--- src/rtl/rtc_ser_pkg.sv ---
package rtc_ser_pkg;

    localparam int ADDR_W  = 7;
    localparam int BYTE_W  = 8;
    localparam int FRAME_W = 1 + ADDR_W + BYTE_W;

    // frame phases, in the order a transaction visits them
    typedef enum logic [2:0] {
        PH_IDLE,
        PH_LEAD,
        PH_CMD,
        PH_GAP,
        PH_WDAT,
        PH_RDAT,
        PH_TAIL,
        PH_FIN
    } phase_e;

    // sub-steps of one serial bit
    typedef enum logic [1:0] {
        ST_SETUP = 2'd0,
        ST_HIGH  = 2'd1,
        ST_LOW   = 2'd2
    } step_e;

    typedef struct packed {
        logic              wr;
        logic [ADDR_W-1:0] reg_no;
    } cmd_t;

    function automatic logic [FRAME_W-1:0] pack_frame(input cmd_t c,
                                                      input logic [BYTE_W-1:0] d);
        return {c.wr, c.reg_no, d};
    endfunction

    function automatic logic is_tx_phase(input phase_e p);
        return (p == PH_CMD) || (p == PH_WDAT);
    endfunction

    function automatic logic is_clocked_phase(input phase_e p);
        return (p == PH_CMD) || (p == PH_WDAT) || (p == PH_RDAT);
    endfunction

    function automatic logic in_frame(input phase_e p);
        return (p == PH_LEAD) || (p == PH_CMD) || (p == PH_GAP) ||
               (p == PH_WDAT) || (p == PH_RDAT);
    endfunction

endpackage

--- src/rtl/rtc_bit_timer.sv ---
module rtc_bit_timer #(
    parameter int DIV = 50
) (
    input  logic clk,
    input  logic rst,
    input  logic run,
    output logic tick
);
    localparam int CW = (DIV > 1) ? $clog2(DIV) : 1;
    localparam logic [CW-1:0] LAST = CW'(DIV - 1);

    logic [CW-1:0] cnt;

    always_ff @(posedge clk) begin
        if (rst || !run)
            cnt <= '0;
        else if (cnt == LAST)
            cnt <= '0;
        else
            cnt <= cnt + 1'b1;
    end

    assign tick = run && (cnt == LAST);
endmodule

--- src/rtl/rtc_shift_reg.sv ---
module rtc_shift_reg #(
    parameter int W = 16
) (
    input  logic         clk,
    input  logic         rst,
    input  logic         load,
    input  logic [W-1:0] load_val,
    input  logic         shift,
    input  logic         ser_in,
    output logic         msb,
    output logic [7:0]   low_byte
);
    logic [W-1:0] sr;

    always_ff @(posedge clk) begin
        if (rst)
            sr <= '0;
        else if (load)
            sr <= load_val;
        else if (shift)
            sr <= {sr[W-2:0], ser_in};
    end

    assign msb      = sr[W-1];
    assign low_byte = sr[7:0];
endmodule

--- src/rtl/rtc_frame_seq.sv ---
module rtc_frame_seq
    import rtc_ser_pkg::*;
(
    input  logic   clk,
    input  logic   rst,
    input  logic   start,
    input  logic   wr,
    input  logic   tick,
    output phase_e phase,
    output step_e  step,
    output logic   wr_q,
    output logic   load,
    output logic   shift
);
    logic [2:0] bitn;

    always_ff @(posedge clk) begin
        if (rst) begin
            phase <= PH_IDLE;
            step  <= ST_SETUP;
            bitn  <= '0;
            wr_q  <= 1'b0;
        end else begin
            unique case (phase)
                PH_IDLE: if (start) begin
                    phase <= PH_LEAD;
                    wr_q  <= wr;
                end
                PH_LEAD: if (tick) begin
                    phase <= PH_CMD;
                    step  <= ST_SETUP;
                    bitn  <= '0;
                end
                PH_CMD, PH_WDAT: if (tick) begin
                    unique case (step)
                        ST_SETUP: step <= ST_HIGH;
                        ST_HIGH:  step <= ST_LOW;
                        default: begin
                            if (bitn == 3'd7) begin
                                bitn <= '0;
                                if (phase == PH_WDAT)
                                    phase <= PH_TAIL;
                                else if (wr_q)
                                    phase <= PH_GAP;
                                else begin
                                    phase <= PH_RDAT;
                                    step  <= ST_HIGH;
                                end
                            end else begin
                                bitn <= bitn + 1'b1;
                                step <= ST_SETUP;
                            end
                        end
                    endcase
                end
                PH_GAP: if (tick) begin
                    phase <= PH_WDAT;
                    step  <= ST_SETUP;
                end
                PH_RDAT: if (tick) begin
                    if (step == ST_HIGH)
                        step <= ST_LOW;
                    else if (bitn == 3'd7) begin
                        bitn  <= '0;
                        phase <= PH_TAIL;
                        step  <= ST_SETUP;
                    end else begin
                        bitn <= bitn + 1'b1;
                        step <= ST_HIGH;
                    end
                end
                PH_TAIL: if (tick) phase <= PH_FIN;
                default: phase <= PH_IDLE;
            endcase
        end
    end

    assign load  = (phase == PH_IDLE) && start;
    assign shift = tick && (step == ST_LOW) && is_clocked_phase(phase);

    // a serial bit only leaves its low step on a period boundary
    assert_step_on_tick_R4: assert property (@(posedge clk) disable iff (rst)
        (is_clocked_phase(phase) && !tick) |=> $stable(step));
endmodule

--- src/rtl/rtc_serial_master.sv ---
module rtc_serial_master
    import rtc_ser_pkg::*;
#(
    parameter int DIV = 50
) (
    input  logic                 clk,
    input  logic                 rst,
    input  logic                 start,
    input  logic                 wr,
    input  logic [ADDR_W-1:0]    addr,
    input  logic [BYTE_W-1:0]    wdata,
    output logic [BYTE_W-1:0]    rdata,
    output logic                 busy,
    output logic                 done,
    output logic                 ce_o,
    output logic                 sclk_o,
    output logic                 sdata_o,
    output logic                 sdata_oe,
    input  logic                 sdata_i
);
    phase_e phase;
    step_e  step;
    logic   wr_q, load, shift, tick, run, msb, ser_in;
    logic [7:0] low_byte;
    cmd_t   cmd;

    assign cmd.wr     = wr;
    assign cmd.reg_no = addr;
    assign run        = (phase != PH_IDLE) && (phase != PH_FIN);
    assign ser_in     = (phase == PH_RDAT) ? sdata_i : 1'b0;

    rtc_bit_timer #(.DIV(DIV)) u_timer (
        .clk(clk), .rst(rst), .run(run), .tick(tick)
    );

    rtc_frame_seq u_seq (
        .clk(clk), .rst(rst), .start(start), .wr(wr), .tick(tick),
        .phase(phase), .step(step), .wr_q(wr_q), .load(load), .shift(shift)
    );

    rtc_shift_reg #(.W(FRAME_W)) u_sr (
        .clk(clk), .rst(rst), .load(load), .load_val(pack_frame(cmd, wdata)),
        .shift(shift), .ser_in(ser_in), .msb(msb), .low_byte(low_byte)
    );

    always_ff @(posedge clk) begin
        if (rst)
            rdata <= '0;
        else if (phase == PH_TAIL && tick && !wr_q)
            rdata <= low_byte;
    end

    assign busy     = (phase != PH_IDLE);
    assign done     = (phase == PH_FIN);
    assign ce_o     = in_frame(phase);
    assign sclk_o   = is_clocked_phase(phase) && (step == ST_HIGH);
    assign sdata_o  = is_tx_phase(phase) && msb;
    assign sdata_oe = (phase != PH_RDAT);

    // no clock and no pad release outside the frame select window
    assert_sclk_in_frame_R9: assert property (@(posedge clk) disable iff (rst)
        sclk_o |-> ce_o);
    assert_release_in_frame_R9: assert property (@(posedge clk) disable iff (rst)
        !sdata_oe |-> ce_o);
    // the frame opens with clock and data low
    assert_quiet_open_R2: assert property (@(posedge clk) disable iff (rst)
        $rose(ce_o) |-> (!sclk_o && !sdata_o));
    // data holds while the clock is high
    assert_data_hold_R4: assert property (@(posedge clk) disable iff (rst)
        (sclk_o && $past(sclk_o)) |-> $stable(sdata_o));
    // done is one cycle, with all link lines low
    assert_done_pulse_R7: assert property (@(posedge clk) disable iff (rst)
        done |=> !done);
    assert_quiet_close_R7: assert property (@(posedge clk) disable iff (rst)
        done |-> (!ce_o && !sclk_o && !sdata_o));
    // busy holds until done
    assert_busy_hold_R8: assert property (@(posedge clk) disable iff (rst)
        (busy && !done) |=> busy);
endmodule

--- config.mk ---
export PLATFORM = sky130hd
export DESIGN_NAME = rtc_serial_master
export DESIGN_NICKNAME = d
export VERILOG_FILES = /design/src/rtl/rtc_ser_pkg.sv /design/src/rtl/rtc_bit_timer.sv /design/src/rtl/rtc_shift_reg.sv /design/src/rtl/rtc_frame_seq.sv /design/src/rtl/rtc_serial_master.sv
export SDC_FILE = /design/constraint.sdc
export NUM_CORES = 1
export LEC_CHECK = 0
export CORE_MARGIN = 3
export CORE_UTILIZATION = 50
export CTS_CLUSTER_DIAMETER = 100
export DETAILED_ROUTE_END_ITERATION = 8
export HOLD_SLACK_MARGIN = 0.1
export PLACE_DENSITY = 0.76
export SLEW_MARGIN = 30
export SYNTH_ARGS = -nofsm -noshare
export SYNTH_HDL_FRONTEND = slang
export SYNTH_SLANG_ARGS = --single-unit
--- constraint.sdc ---
create_clock -name clk -period 3.4 [get_ports clk]
set_clock_uncertainty 0.05 [all_clocks]
set_input_delay 0.85 -clock clk [delete_from_list [all_inputs] [get_ports clk]]
set_output_delay 0.85 -clock clk [all_outputs]
set_load 0.1 [all_outputs]
==> results_dict.tcl, run 1 <==
set metrics [dict create \
    outcome "finished clean" \
    layout_common_cells "sky130_fd_sc_hd__dfxtp_1 (39), sky130_fd_sc_hd__nor2_1 (35), sky130_fd_sc_hd__nand2_1 (23)" \
    drt_first_iter_violations 135 \
    syn_area_um2 2040 \
    cellInternalPower_mw 1.00 \
    synthDistinctLibCells 41 \
    yosysSeqAreaShare_pct 38.3 \
    final_core_util_pct 64.6 \
    globalRouteTotalUtil_pct 18.0 \
    drc 0 \
    crit_slowest_cell "sky130_fd_sc_hd__dfxtp_1" \
    mostFrequentLayoutCell "sky130_fd_sc_hd__dfxtp_1" \
    timing.final.setup_violations 0 \
    worstSkewPairLatency_ns 0.29 \
    clock_tree.buffer_depth 2 \
    initial_utilization_pct 53.7 \
    finalHoldViolCount 0 \
    power_density_nw_per_um2 687 \
    slew_violations 0 \
    areaGrowthSynthToFinish_pct 20.3 \
    synthesis.instances 239 \
    pwr-share-clk_pct 22.6 \
    wirelength_um 4260 \
    worstSetupPathType "reg -> out" \
    gp_congestion 0.793 \
    finalNetCount 288 \
    dp_hpwl_um 2990 \
    h-tree-depth 2 \
    worst_ir_drop_vdd_mv 0.304 \
    grt_start_max_net_pins 34 \
    slew_headroom_pct 62.3 \
    floorplan.die_area_um2 4880 \
    tritoncts "done" \
    share_of_flip_flops_with_an_asynchronous_set_or_reset_after_synthesis_pct 0 \
    crit_path_cell_trace "inv_1, or3_1, buf_4" \
    pwr-share-seq_pct 37.5 \
    period_utilization_pct 81.5 \
    cts.root.buffer_cell "sky130_fd_sc_hd__clkbuf_8" \
    first_pass_grt_wire_length_um 7370 \
    clock_sinks 39 \
    dr_total_vias 1773 \
    hold_buffers 0 \
    count_of_boundary_i_o_pins 34 \
    timing.hold.worst.class "reg -> reg" \
    synth_edf_count 0 \
    grt_remaining_overflow 0 \
    final.fill_count 339 \
    via_count_of_the_first_global_routing_pass 1625 \
    critical_path.max_stage_delay_ns 0.68 \
    final_critical_period_ns 2.77 \
    final_critical_path_setup_slack_ns 0.629 \
    synth-main-ff-cell "sky130_fd_sc_hd__dfxtp_1" \
    max_slew.worst_pin.slew_ns 0.565 \
    placement.setup.worst_slack_ns 0.719 \
    post_route_cells_drive_above_1_share_pct 16.6 \
    setup.worst_path.start_class "register" \
    yosysWarningCount 0 \
    critical_path.max_fanout 17 \
    die_y_um 69.9 \
    sw_frac_of_total_pct 40.6 \
    critPathCaptureType "output port" \
    post_cts_resize_count 0 \
    core_um2 3800 \
    clk_transition_reported_paths_ns 0.07 \
    power_frac_comb_pct 40.0 \
    syn_nets 263 \
    routed_via_density 5.66 \
    max_freq_mhz 361 \
    floorplan.die.width_um 69.9 \
    post_cts_buffers 0 \
    antenna_found_initial 0 \
    finalHoldWorstSlack_ns 0.426 \
    totalNegativeSetupSlack_ns 0 \
    synth_seq_cells 39 \
    power.net_switching_mw 0.685 \
    tritonroute_pass_1_iters 4 \
    p_leak_nw 0.937 \
    worst-endpoint-arrival_ns 1.87 \
    maxCapViolCount 0 \
    cp.required_ns 2.50 \
    cts_made_buffers 5 \
    wl_per_cell_um 13.6 \
    insertedDiodeCount 0 \
    io_buffers 33 \
    grt_setup_unrepaired "no" \
    drtAntennaViolNets 0 \
    avgSynthCellArea_um2 8.53 \
    number_of_placement_rows 22 \
]
## area by class of cell
class / instances / area, µm² / area share, %
clock buffers: 5 / 68.8 / 2.80
clock inverters: 3 / 43.8 / 1.78
inverters: 4 / 15.0 / 0.612
multi-input cells: 175 / 1140 / 46.7
flip-flops and latches: 39 / 781 / 31.8
well taps: 48 / 60.1 / 2.45
repair buffers: 39 / 340 / 13.9
## critical path, delay by kind of cell (launching register included)
family,cells,cell delay (ns)
buffers and inverters,2,0.49
flip-flops,1,0.68
AND/OR/NAND/NOR,1,0.42
## power groups by stage
stage	combinational (mW)	clock, mW	sequential (mW)
after floorplan	0.586	0	0.593
after CTS	0.680	0.391	0.630
final	0.674	0.380	0.632
after global placement	0.665	0	0.640
after detailed placement	0.679	0	0.639
after global routing	0.748	0.402	0.645
## path summary, 6_finish.rpt
| kind | startpoint | to | slack (ns) | cells after the start |
|---|---|---|---|---|
| setup / recovery | u_seq.phase[2] | sdata_oe | 0.63 | 3 |
| hold / removal | u_timer.cnt[0] | u_timer.cnt[0] | 0.43 | 1 |
| hold reg to reg | u_timer.cnt[0] | u_timer.cnt[0] | 0.43 | 1 |
| setup reg to reg | u_timer.cnt[0] | rdata[0] | 1.17 | 6 |
## cell families (layout without fill, tap and decap cells)
kind of cell	Yosys count	in the layout	synth area share, %
adder cells (fa/ha/maj)	4	4	2.45
flip-flops	39	39	38.3
multiplexers	10	10	4.97
AO/OA/AOI/OAI	48	48	20.1
AND/OR/NAND/NOR	108	108	26.2
XOR/XNOR	5	5	2.15
buffers and inverters	25	51	5.83
## state kept, by name (all words and copies together), names as in the netlist
name         count
u_timer.cnt      6
u_sr.sr         16
rdata            8
u_seq.wr_q       1
u_seq.bitn       3
u_seq.phase      3
u_seq.step       2
## metrics by stage
stage | power [mW] | cells | cell area (µm²)
2_1_floorplan | 1.18 | 239 | 2040
3_3_place_gp | 1.30 | 305 | 2340
3_5_place_dp | 1.32 | 305 | 2340
4_1_cts | 1.70 | 313 | 2450
6_report | 1.69 | 313 | 2450
5_1_grt | 1.79 | 313 | 2450
## metal layers
| metal | global-route usage, % | part of all wire (%) |
|---|---|---|
| met3 | 3.88 | 4.9 |
| met1 | 23.1 | 45 |
| met4 | 4.47 | 0.68 |
| met2 | 30.8 | 49 |
| met5 | 0 | 0 |
## synth_stat cells, drive strengths merged, types with 4 or more instances
library cell | instances | area [µm²]
ha | 4 | 50.1
a21oi | 14 | 70.1
nand2 | 23 | 86.3
o21ai | 6 | 30.0
inv | 4 | 15.0
mux2i | 9 | 90.1
nand2b | 8 | 50.1
buf | 9 | 58.8
nand3 | 20 | 100
a311oi | 16 | 203
dfxtp | 39 | 781
nor2 | 35 | 131
clkbuf | 12 | 45.0
nand3b | 4 | 30.0
nor3 | 4 | 20.0
Power figures use the tool's default switching activity.
==> run 2: changes to the inputs <==
Settings changed: CORE_UTILIZATION 50 to 48.
Clock period 3.4 ns to 2.4 ns, I/O delays scaled along.
==> run 2 against run 1 <==
- register-to-register slack lost 0.76 ns
- sequential power increased by 40%
- die area up 3.8%
- sequential cell count is the same
- total power grew 42%
- core utilization is 1.6 points lower
- largest power group unchanged
==> results_dict.tcl, run 2 (synthesis results as in run 1) <==
set metrics [dict create \
    outcome "finished clean" \
    finalHoldViolCount 0 \
    multiInputGateArea_um2 1160 \
    power_frac_comb_pct 45.8 \
    sw_frac_of_total_pct 41.7 \
    floorplan.die.width_um 71.2 \
    final.fill_count 351 \
    cp.required_ns 1.75 \
    mostFrequentLayoutCell "sky130_fd_sc_hd__dfxtp_1" \
    areaGrowthSynthToFinish_pct 25.3 \
    max_freq_mhz 433 \
    layout_top_registers "u_sr.sr (16), rdata (8), u_timer.cnt (6)" \
    globalRouteTotalUtil_pct 18.6 \
    worst-endpoint-arrival_ns 1.66 \
    insertedDiodeCount 0 \
    clock_tree.buffer_depth 2 \
    cts.root.buffer_cell "sky130_fd_sc_hd__clkbuf_8" \
    power.net_switching_mw 1.00 \
    number_of_placement_rows 23 \
    dp.cells 311 \
    largest_reg_flops 16 \
    placement.setup.worst_slack_ns 0.298 \
    registers.top_by_ff_count "u_sr.sr" \
    grt_setup_unrepaired "no" \
    dp_hpwl_um 3170 \
    cts_made_buffers 5 \
    floorplan.die_area_um2 5070 \
    drtAntennaViolNets 0 \
    wirelength_um 4430 \
    dr_total_vias 1809 \
    pwr-share-clk_pct 17.2 \
    drc 0 \
    sequential_cell_area_um2 782 \
    period_utilization_pct 96.2 \
    cellInternalPower_mw 1.40 \
    final_critical_path_setup_slack_ns 0.0914 \
    clock_sinks 39 \
    worstSetupPathType "reg -> out" \
    routed_via_density 5.71 \
    core_um2 4060 \
    critPathCaptureType "output port" \
    power_density_nw_per_um2 940 \
    die_y_um 71.2 \
    post_route_cells_drive_above_1_share_pct 18.4 \
    layout_common_cells "sky130_fd_sc_hd__dfxtp_1 (38), sky130_fd_sc_hd__nor2_1 (34), sky130_fd_sc_hd__nand2_1 (23)" \
    hold_buffers 0 \
    timing.final.setup_violations 0 \
    initial_utilization_pct 50.3 \
    count_of_boundary_i_o_pins 34 \
    number_of_cells_in_the_finished_layout_apart_from_fillers 317 \
    grt_start_max_net_pins 34 \
    post_cts_buffers 0 \
    p_leak_nw 0.965 \
    wl_per_cell_um 14.0 \
    finalHoldWorstSlack_ns 0.427 \
    pwr-share-seq_pct 36.9 \
    first_pass_grt_wire_length_um 7650 \
    finalNetCount 292 \
    worstSkewPairLatency_ns 0.29 \
    grt_remaining_overflow 0 \
    reg2reg_depth 8 \
    final_core_util_pct 63.0 \
    drt_first_iter_violations 127 \
    antenna_found_initial 0 \
    via_count_of_the_first_global_routing_pass 1649 \
    clk_transition_reported_paths_ns 0.07 \
    maxCapViolCount 0 \
    setup.worst_path.start_class "register" \
    tritoncts "done" \
    io_buffers 33 \
    h-tree-depth 2 \
    max_slew.worst_pin.slew_ns 0.415 \
    tritonroute_pass_1_iters 4 \
    slew_violations 0 \
    timing.hold.worst.class "reg -> reg" \
    final_critical_period_ns 2.31 \
    gp_congestion 0.806 \
    critical_path.max_fanout 16 \
    timing.hold.worst_path_depth 1 \
    slew_headroom_pct 72.2 \
    worst_ir_drop_vdd_mv 0.475 \
]
[run 2: layout make-up]
cell class / count / area share, %
Clock buffer: 5 / 2.69
Clock inverter: 1 / 0.294
Inverter: 4 / 0.588
Multi-Input combinational cell: 175 / 45.3
Sequential cell: 39 / 30.6
Tap cell: 50 / 2.45
Timing Repair Buffer: 43 / 18.1
[run 2: final timing paths]
check,start,end,slack [ns]
max,u_seq.phase[2],sdata_oe,0.09
min,u_timer.cnt[0],u_timer.cnt[0],0.43
max reg2reg,u_timer.cnt[0],u_sr.sr[7],0.41
min reg2reg,u_timer.cnt[0],u_timer.cnt[0],0.43
[run 2: power by group through the flow]
stage	registers (mW)	logic (mW)	clock network, mW
4_1_cts	0.878	1.10	0.420
2_1_floorplan	0.840	0.837	0
3_3_place_gp	0.888	1.07	0
3_5_place_dp	0.892	1.09	0
6_report	0.887	1.10	0.414
5_1_grt	0.905	1.20	0.456
[run 2: critical path, stage by stage (launching register included)]
cell,delay [ns]
sky130_fd_sc_hd__dfxtp_1,0.41
sky130_fd_sc_hd__buf_6,0.19
sky130_fd_sc_hd__inv_1,0.13
sky130_fd_sc_hd__or3_1,0.44
sky130_fd_sc_hd__buf_12,0.19
[run 2: per-layer routing]
layer	vias up	track usage [%]	part of all wire, %
met5	-	0	0
met4	0	5.22	1.1
met1	853	24.1	45
met3	7	6.25	5.2
li1	910	-	-
met2	39	29.6	49
[run 2: what timing repair did]
action	4_1_cts	5_1_grt
gates resized for setup	0	3
endpoints found under the hold margin	0	0
setup endpoints to repair	0	3
[run 2: through the flow]
stage / area, µm² / power [mW] / TNS, ns
2_1_floorplan: 2050 / 1.68 / -0.00204
3_3_place_gp: 2470 / 1.96 / 0
3_5_place_dp: 2470 / 1.99 / 0
4_1_cts: 2540 / 2.40 / 0
5_1_grt: 2550 / 2.56 / 0
6_report: 2550 / 2.40 / 0
==> run 3: changes to the inputs <==
Settings changed: GPL_TIMING_DRIVEN from default to 0, HOLD_SLACK_MARGIN 0.1 to default.
==> run 3 against run 2 <==
- core utilization barely moved
- first-iteration DRC count fell by 1.6%
- sequential share of layout area fell by 0.064 points
- clock power rose by 58%
- non-clock buffer count rose by 11
- largest cell class unchanged
- worst setup slack improved by 0.0021 ns
- global-route usage rose by 1.4 points
- combinational power barely moved
- critical path type unchanged
- sequential power fell by 3.5%
==> results_dict.tcl, run 3 (synthesis results as in run 1) <==
set metrics [dict create \
    tritoncts "done" \
    drc 0 \
    final_critical_path_setup_slack_ns 0.0935 \
    io_buffers 31 \
    dpl_cell_area_um2 2420 \
    drtAntennaViolNets 0 \
    timing.final.setup_violations 0 \
    initial_utilization_pct 50.3 \
    dp.cells 320 \
    worstSetupStartpoint "u_seq.phase[1]" \
    number_of_cells_in_the_finished_layout_apart_from_fillers 330 \
    slew_headroom_pct 36.6 \
    clock_tree.buffer_depth 2 \
    floorplan.die_area_um2 5070 \
    crit_buf_inv 3 \
    tritonroute_pass_1_iters 4 \
    number_of_placement_rows 23 \
    post_route_cells_drive_above_1_share_pct 15.7 \
    timing.hold.worst.class "reg -> reg" \
    mostFrequentLayoutCell "sky130_fd_sc_hd__dfxtp_1" \
    floorplan.die.width_um 71.2 \
    max_freq_mhz 434 \
    first_pass_grt_wire_length_um 8140 \
    worst_ir_drop_vdd_mv 0.515 \
    period_utilization_pct 96.1 \
    power_density_nw_per_um2 1020 \
    sequential_cell_area_um2 781 \
    areaGrowthSynthToFinish_pct 25.3 \
    maxCapViolCount 0 \
    dp_hpwl_um 3420 \
    p_leak_nw 0.999 \
    multiInputGateArea_um2 1150 \
    wirelength_um 4860 \
    crit_path_cell_trace "clkbuf_4, clkbuf_4, xor2_1, and3_1, buf_6" \
    cp.required_ns 1.75 \
    layout_common_cells "sky130_fd_sc_hd__dfxtp_1 (39), sky130_fd_sc_hd__nor2_1 (34), sky130_fd_sc_hd__nand2_1 (23)" \
    core_um2 4060 \
    timing.rr.end "u_sr.sr[3]" \
    rrSetupSlack_ns 0.31 \
    cp.depth 5 \
    globalRouteTotalUtil_pct 20.0 \
    count_of_boundary_i_o_pins 34 \
    crit_slowest_cell "sky130_fd_sc_hd__dfxtp_1" \
    max_slew.worst_pin.slew_ns 0.955 \
    registers.top_by_ff_count "u_sr.sr" \
    finalHoldWorstSlack_ns 0.422 \
    setup.worst_path.start_class "register" \
    die_y_um 71.2 \
    insertedDiodeCount 0 \
    crit_end "sdata_o" \
    path_delay_family "buffers and inverters" \
    critical_path.max_fanout 10 \
    finalNetCount 303 \
    final_design_area_no_fill_um2 2560 \
    drt_first_iter_violations 125 \
    grt_remaining_overflow 0 \
    slew_violations 0 \
    reg2reg_depth 7 \
    critical_path.max_stage_delay_ns 0.37 \
    clock_sinks 39 \
    final.fill_count 364 \
    layout_top_registers "u_sr.sr (16), rdata (8), u_timer.cnt (6)" \
    routed_via_density 5.65 \
    antenna_found_initial 0 \
    totalNegativeSetupSlack_ns 0 \
    worstSkewPairLatency_ns 0.30 \
    h-tree-depth 2 \
    via_count_of_the_first_global_routing_pass 1772 \
    largest_reg_flops 16 \
    final_core_util_pct 63.0 \
    finalHoldViolCount 0 \
    gp_congestion 0.881 \
    grt_setup_unrepaired "no" \
    cts.root.buffer_cell "sky130_fd_sc_hd__clkbuf_8" \
    critPathCaptureType "output port" \
    hold_buffers 0 \
    final_critical_period_ns 2.31 \
    critical-path-top-cell-by-count "sky130_fd_sc_hd__clkbuf_4" \
    cts_made_buffers 5 \
    dr_total_vias 1866 \
    placement.setup.worst_slack_ns -0.646 \
    r2r-start "u_timer.cnt[0]" \
    grt_start_max_net_pins 20 \
    wl_per_cell_um 14.7 \
    worst-endpoint-arrival_ns 1.66 \
    pwr_total_mw 2.61 \
    clk_transition_reported_paths_ns 0.08 \
    worstSetupPathType "reg -> out" \
    outcome "finished clean" \
]
## run 3: cell types whose count changed in the layout (fill, tap and decap cells not counted), moves of 2 or more
cell and change:
sky130_fd_sc_hd__clkbuf_4 +2, sky130_fd_sc_hd__dlygate4sd2_1 +8, sky130_fd_sc_hd__buf_12 -7, sky130_fd_sc_hd__buf_2 +7, sky130_fd_sc_hd__clkdlybuf4s50_1 -2, sky130_fd_sc_hd__buf_4 -11
sky130_fd_sc_hd__bufinv_16 +2, sky130_fd_sc_hd__buf_6 +2, sky130_fd_sc_hd__clkbuf_1 +10
## run 3: worst reg2reg max path, cell delays in order, from the launching register on
cell and delay (ns):
sky130_fd_sc_hd__dfxtp_1 0.38, sky130_fd_sc_hd__ha_1 0.15, sky130_fd_sc_hd__and2_0 0.29, sky130_fd_sc_hd__nand3_1 0.24
sky130_fd_sc_hd__o31ai_4 0.32, sky130_fd_sc_hd__buf_4 0.24, sky130_fd_sc_hd__nor2_1 0.07, sky130_fd_sc_hd__a311oi_2 0.25
## run 3: cell type report
type	instances	share of cell area [%]
Clock inverter	3	2.64
Timing Repair Buffer	34	11.9
Inverter	4	0.587
Clock buffer	5	2.69
Tap cell	50	2.45
Multi-Input combinational cell	175	44.8
Buffer	20	4.31
Sequential cell	39	30.5
## run 3: worst min path at each step
stage,depth (start not counted),endpoint,start,slack (ns)
2_1_floorplan,1,u_timer.cnt[0],u_timer.cnt[0],0.38
3_3_place_gp,1,u_timer.cnt[0],u_timer.cnt[0],0.40
3_5_place_dp,1,u_timer.cnt[0],u_timer.cnt[0],0.40
4_1_cts,1,u_timer.cnt[0],u_timer.cnt[0],0.42
5_1_grt,2,u_seq.bitn[1],u_seq.bitn[1],0.46
6_report,1,u_timer.cnt[0],u_timer.cnt[0],0.42
## run 3: power breakdown
group          switching, mW  leakage [nW]  total, mW  internal [mW]
Sequential            0.0874         0.318      0.856          0.769
Clock                  0.240        0.0644      0.654          0.415
Combinational          0.711         0.617       1.10          0.389
## run 3: timing repair
item                       4_1_cts  5_1_grt
pin swaps                        0        0
gates resized for setup         41        3
setup endpoints to repair       14        4
setup buffers                    0        3
## run 3: layer usage
layer / global-route usage (%) / routed length, µm / vias to the layer above
met5: 0 / 0 / -
met4: 6.26 / 82 / 0
met3: 5.26 / 323 / 9
met2: 32.2 / 2280 / 63
met1: 26.1 / 2170 / 866
li1: - / - / 928
